--- config.mk ---
export PLATFORM = sky130hd
export DESIGN_NAME = status_flags
export DESIGN_NICKNAME = d
export VERILOG_FILES = /design/src/rtl/status_flags.sv
export SDC_FILE = /design/constraint.sdc
export NUM_CORES = 1
export LEC_CHECK = 0
export ABC_AREA = 1
export CORE_UTILIZATION = 29
export DETAILED_ROUTE_END_ITERATION = 12
export HOLD_SLACK_MARGIN = 0.08
export PLACE_DENSITY = 0.77
export SETUP_SLACK_MARGIN = 0.05
export SYNTH_ARGS = -nofsm -noshare
export SYNTH_HDL_FRONTEND = slang
export SYNTH_SLANG_ARGS = --single-unit
--- constraint.sdc ---
create_clock -name clk -period 1.1 [get_ports clk]
set_input_delay 0.22 -clock clk [delete_from_list [all_inputs] [get_ports clk]]
set_output_delay 0.22 -clock clk [all_outputs]
set_load 0.01 [all_outputs]
--- src/rtl/status_flags.sv ---
module status_flags #(
  parameter int OP_W = 4,
  parameter int DW   = 8
) (
  input  logic            clk,
  input  logic            rst_n,
  input  logic [OP_W-1:0] op_i,
  input  logic [DW-1:0]   xfer_val_i,
  input  logic [DW-1:0]   pull_val_i,
  input  logic [DW-1:0]   alu_flags_i,
  input  logic [DW-1:0]   alu_mask_i,
  output logic [DW-1:0]   status_o
);
  localparam logic [OP_W-1:0] OP_SET_C = 1, OP_CLR_C = 2, OP_SET_D = 3, OP_CLR_D = 4;
  localparam logic [OP_W-1:0] OP_SET_I = 5, OP_CLR_I = 6, OP_CLR_V = 7, OP_XFER = 8;
  localparam logic [OP_W-1:0] OP_PULL = 10, OP_RTI = 11, OP_BRK = 12;
  // flag vector order: {N,V,D,I,Z,C}
  localparam int FN = 5, FV = 4, FD = 3, FI = 2, FZ = 1, FC = 0;

  logic [5:0] flg, nxt, a_val, a_msk, p_val;

  assign a_val = {alu_flags_i[7:6], alu_flags_i[3:0]};
  assign a_msk = {alu_mask_i[7:6], alu_mask_i[3:0]};
  assign p_val = {pull_val_i[7:6], pull_val_i[3:0]};
  assign status_o = {flg[FN], flg[FV], 2'b11, flg[FD:FC]};

  always_comb begin
    nxt = (flg & ~a_msk) | (a_val & a_msk);
    case (op_i)
      OP_SET_C: nxt[FC] = 1'b1;
      OP_CLR_C: nxt[FC] = 1'b0;
      OP_SET_D: nxt[FD] = 1'b1;
      OP_CLR_D: nxt[FD] = 1'b0;
      OP_SET_I: nxt[FI] = 1'b1;
      OP_CLR_I: nxt[FI] = 1'b0;
      OP_CLR_V: nxt[FV] = 1'b0;
      OP_XFER: begin
        nxt[FN] = xfer_val_i[DW-1];
        nxt[FZ] = (xfer_val_i == '0);
      end
      OP_PULL, OP_RTI: nxt = p_val;
      OP_BRK:   nxt[FI] = 1'b1;
      default: ;
    endcase
  end

  always_ff @(posedge clk) begin
    if (!rst_n) flg <= 6'b000100;
    else        flg <= nxt;
  end
endmodule


## Word level (Yosys, flattened, before mapping)

Index checks and enable logic that the tools add are counted.

- Eq/ne operators: 11
- Mux-type cells: 6
- Bitwise operators: 4
- Reductions and logical operators: 3

Operators with widths:

| operator | number |
|---|---|
| $eq 4x3->1 const B | 4 |
| $eq 4x4->1 const B | 4 |
| $and 6x6->6 | 2 |
| $pmux 1 s3 | 3 |
| $eq 4x2->1 const B | 2 |
| $logic_not 8->1 | 1 |
| $not 6->6 | 1 |
| $or 6x6->6 | 1 |
| $pmux 1 s2 | 3 |
| $eq 4x1->1 const B | 1 |
| $reduce_or 2->1 | 2 |

- Register bits after elaboration: 6
- Input bits: 38
- Word-level logic and storage cells: 25

## Longest topological paths before layout

- Depth in word-level cells: 4
- Depth in mapped cells: 7

## Least setup slack after synthesis

Ideal clock, no wire load.

- Path kind: input to register
- Start: input port op_i[1]
- End: register with a tool-made name
- Arrival: 731 ps
- Data required time: 983 ps
- Setup slack: 252 ps
- Cell stages on the path: 6
- Buffers on the path: 0
- Path through: inv_1 -> nand2_1 -> nand2_1 -> nand2_1 -> o21ai_0 -> nor2_1

RTL lines:

| item | line | source |
|---|---|---|
| start, declared | 7 | `input logic [OP_W-1:0] op_i,` |

==> results.tsv <==
metric	value	unit
grt_max_degree	6	
drv_cap	0	
first_pass_iters	4	
fin_crit	0.950	ns
synth_common_cells	35 x nand2_1, 17 x inv_1, 16 x nor2_1	
multi_input_area	318	sq um
hold_viol	0	
post_cts_buffers	0	
cpMaxStageDelayCell	dlygate4sd2_1	
synth_area_leaders	nand2_1 27%, dfxtp_1 24%, inv_1 13%	
route.vias.total	711	
startpoint_type	input port	
critical-path-max-stage-delay	0.31	ns
final_core_util	60.5	%
fill_cells	146	
routed_via_density	4.53	
cp-end-kind	flip-flop	
ys_seq_area_share	24.4	%
hold_path_class	in2reg	
rsz0062_at_grt	no	
dp_hpwl	1.21	mm
ys_types	12	
final.period_utilization	86.3	%
use_met2	32.8	%
final_layout_size_suffix_gt1_share	17.0	%
cts_root_buffer	clkbuf_4	
synth_area_leader_cell	nand2_1	
grt-busiest-layer	met2	
ir_worst_vdd	0.544	mV
nets	181	
port-buffer-count	37	
ant_nets	0	
power.total	0.731	mW
antenna_cells	0	
antenna_found_initial	0	
status	complete, no violations	
fin_area	932	sq um
synth_area	493	sq um
post-route-drc-count	0	
worst_slack	0.150	ns
avgSynthCellArea	5.19	sq um
wire_per_inst	9.29	um
row_count	14	
crit_fanout	5	
dpl_cell_area	925	sq um
slew_viol_final	0	
yosysTopAreaCellShare	26.6	%
cp_top_family	buffers and inverters	
yosys_warnings	0	
fp.dieH	43.2	um
clk_latency	0.25	ns
synth_edf_count	0	
h-tree-depth	1	
grt_pass1_wl	2.70	mm
clock_sinks	6	
grt_use_met3	5.96	%
synthArstFlopShare	0	%
start_util	32.0	%
critPathLaunch	op_i[1]	
leakagePower	0.475	nW
cts_buffer_depth	2	
worstPathRequired	1.25	ns
power_density	784	nW/um^2
overflow	0	
netlist_instances	95	
area.sequential	120	sq um
grt_use_total	19.0	%
post-synth-top-count-cell	nand2_1	
path_clk_slew	0.06	ns
setup_viol	0	
worstSetupPathType	in2reg	
ys_ff_latch	6	
cpMostUsedCell	nand2_1	
numCtsBuffers	3	
core-area	1540	sq um
io_pins	46	
critical_path_arrival	1.10	ns
dp_slack	-0.383	ns
met1_usage	20.5	%
worst_clock_skew	0	ns
place.gp.congestion	0.802	
die-area	1870	sq um
drt-initial-drc-count	15	
cts_tree	built	
wl	1.46	mm
max_freq	1050	MHz
grt_pass1_vias	732	
holdWs	0.527	ns
hold_start	op_i[0]	
fp.dieW	43.2	um
synth_flop_cell	dfxtp_1	
area_delta_synth_final	89.1	%
cp_num_buf_inv	2	
crit_chain	dlygate4sd2_1 > inv_2 > nand2_1 > nand2_1 > nand2_1 > o21ai_0 > nor2_1	
[report_power, final]
group          internal, mW  leakage (nW)  switching, mW
clock network         0.125        0.0138         0.0969
logic                 0.156         0.411          0.110
registers             0.236        0.0498        0.00755
[tightest hold or removal path: stages]
cell and delay (ns):
dlygate4sd2_1 0.26, nor2_1 0.08, nand2_1 0.06, nand3_1 0.07
nand4_1 0.06
[metrics by stage]
| step | TNS (ns) | instances |
|---|---|---|
| 2_1_floorplan | 0 | 96 |
| 3_3_place_gp | -1.80 | 154 |
| 3_5_place_dp | -2.01 | 154 |
| 4_1_cts | 0 | 157 |
| 5_1_grt | 0 | 157 |
| 6_report | 0 | 157 |
[path summary, 6_finish.rpt]
check	to	slack [ns]	cells past startpoint
hold reg to reg	flip-flop	0.54	2
hold / removal	flip-flop	0.53	5
setup reg to reg	flip-flop	0.29	4
setup / recovery	flip-flop	0.15	7
[cells by family after synthesis]
| kind of cell | Yosys count | synth area share (%) |
|---|---|---|
| simple gates | 59 | 48.7 |
| buf+inv | 19 | 16.0 |
| compound gates | 10 | 10.2 |
| flops | 6 | 24.4 |
| other cells | 1 | 0.761 |
[layout by cell type (no fill, tap or decap), types with 3 or more instances in the layout]
master            n
nand2_1          34
clkdlybuf4s50_1  27
inv_1            15
nor2_1           13
buf_4             7
dfxtp_1           6
o21ai_0           5
nand3_1           5
a21oi_1           5
clkbuf_2          5
dlygate4sd2_1     4
nor2_4            3
clkbuf_4          3
[repair_timing]
| item | 4_1_cts | 5_1_grt |
|---|---|---|
| pin swaps | 1 | 0 |
| gates resized for setup | 25 | 6 |
| hold buffers | 0 | 0 |
| endpoints found under the setup margin | 12 | 6 |
[layout make-up]
type,instances,share of cell area [%]
Clock buffer,3,2.42
Inverter,17,6.85
Multi-Input combinational cell,71,34.1
Sequential cell,6,12.9
Tap cell,16,2.15
Timing Repair Buffer,44,41.6
[per-layer routing]
| metal | vias up | wire [um] |
|---|---|---|
| li1 | 373 | - |
| met2 | 34 | 689 |
| met5 | - | 0 |
| met3 | 3 | 147 |
| met4 | 0 | 22 |
| met1 | 301 | 598 |
Note: power is estimated with default switching activity, not from simulation.
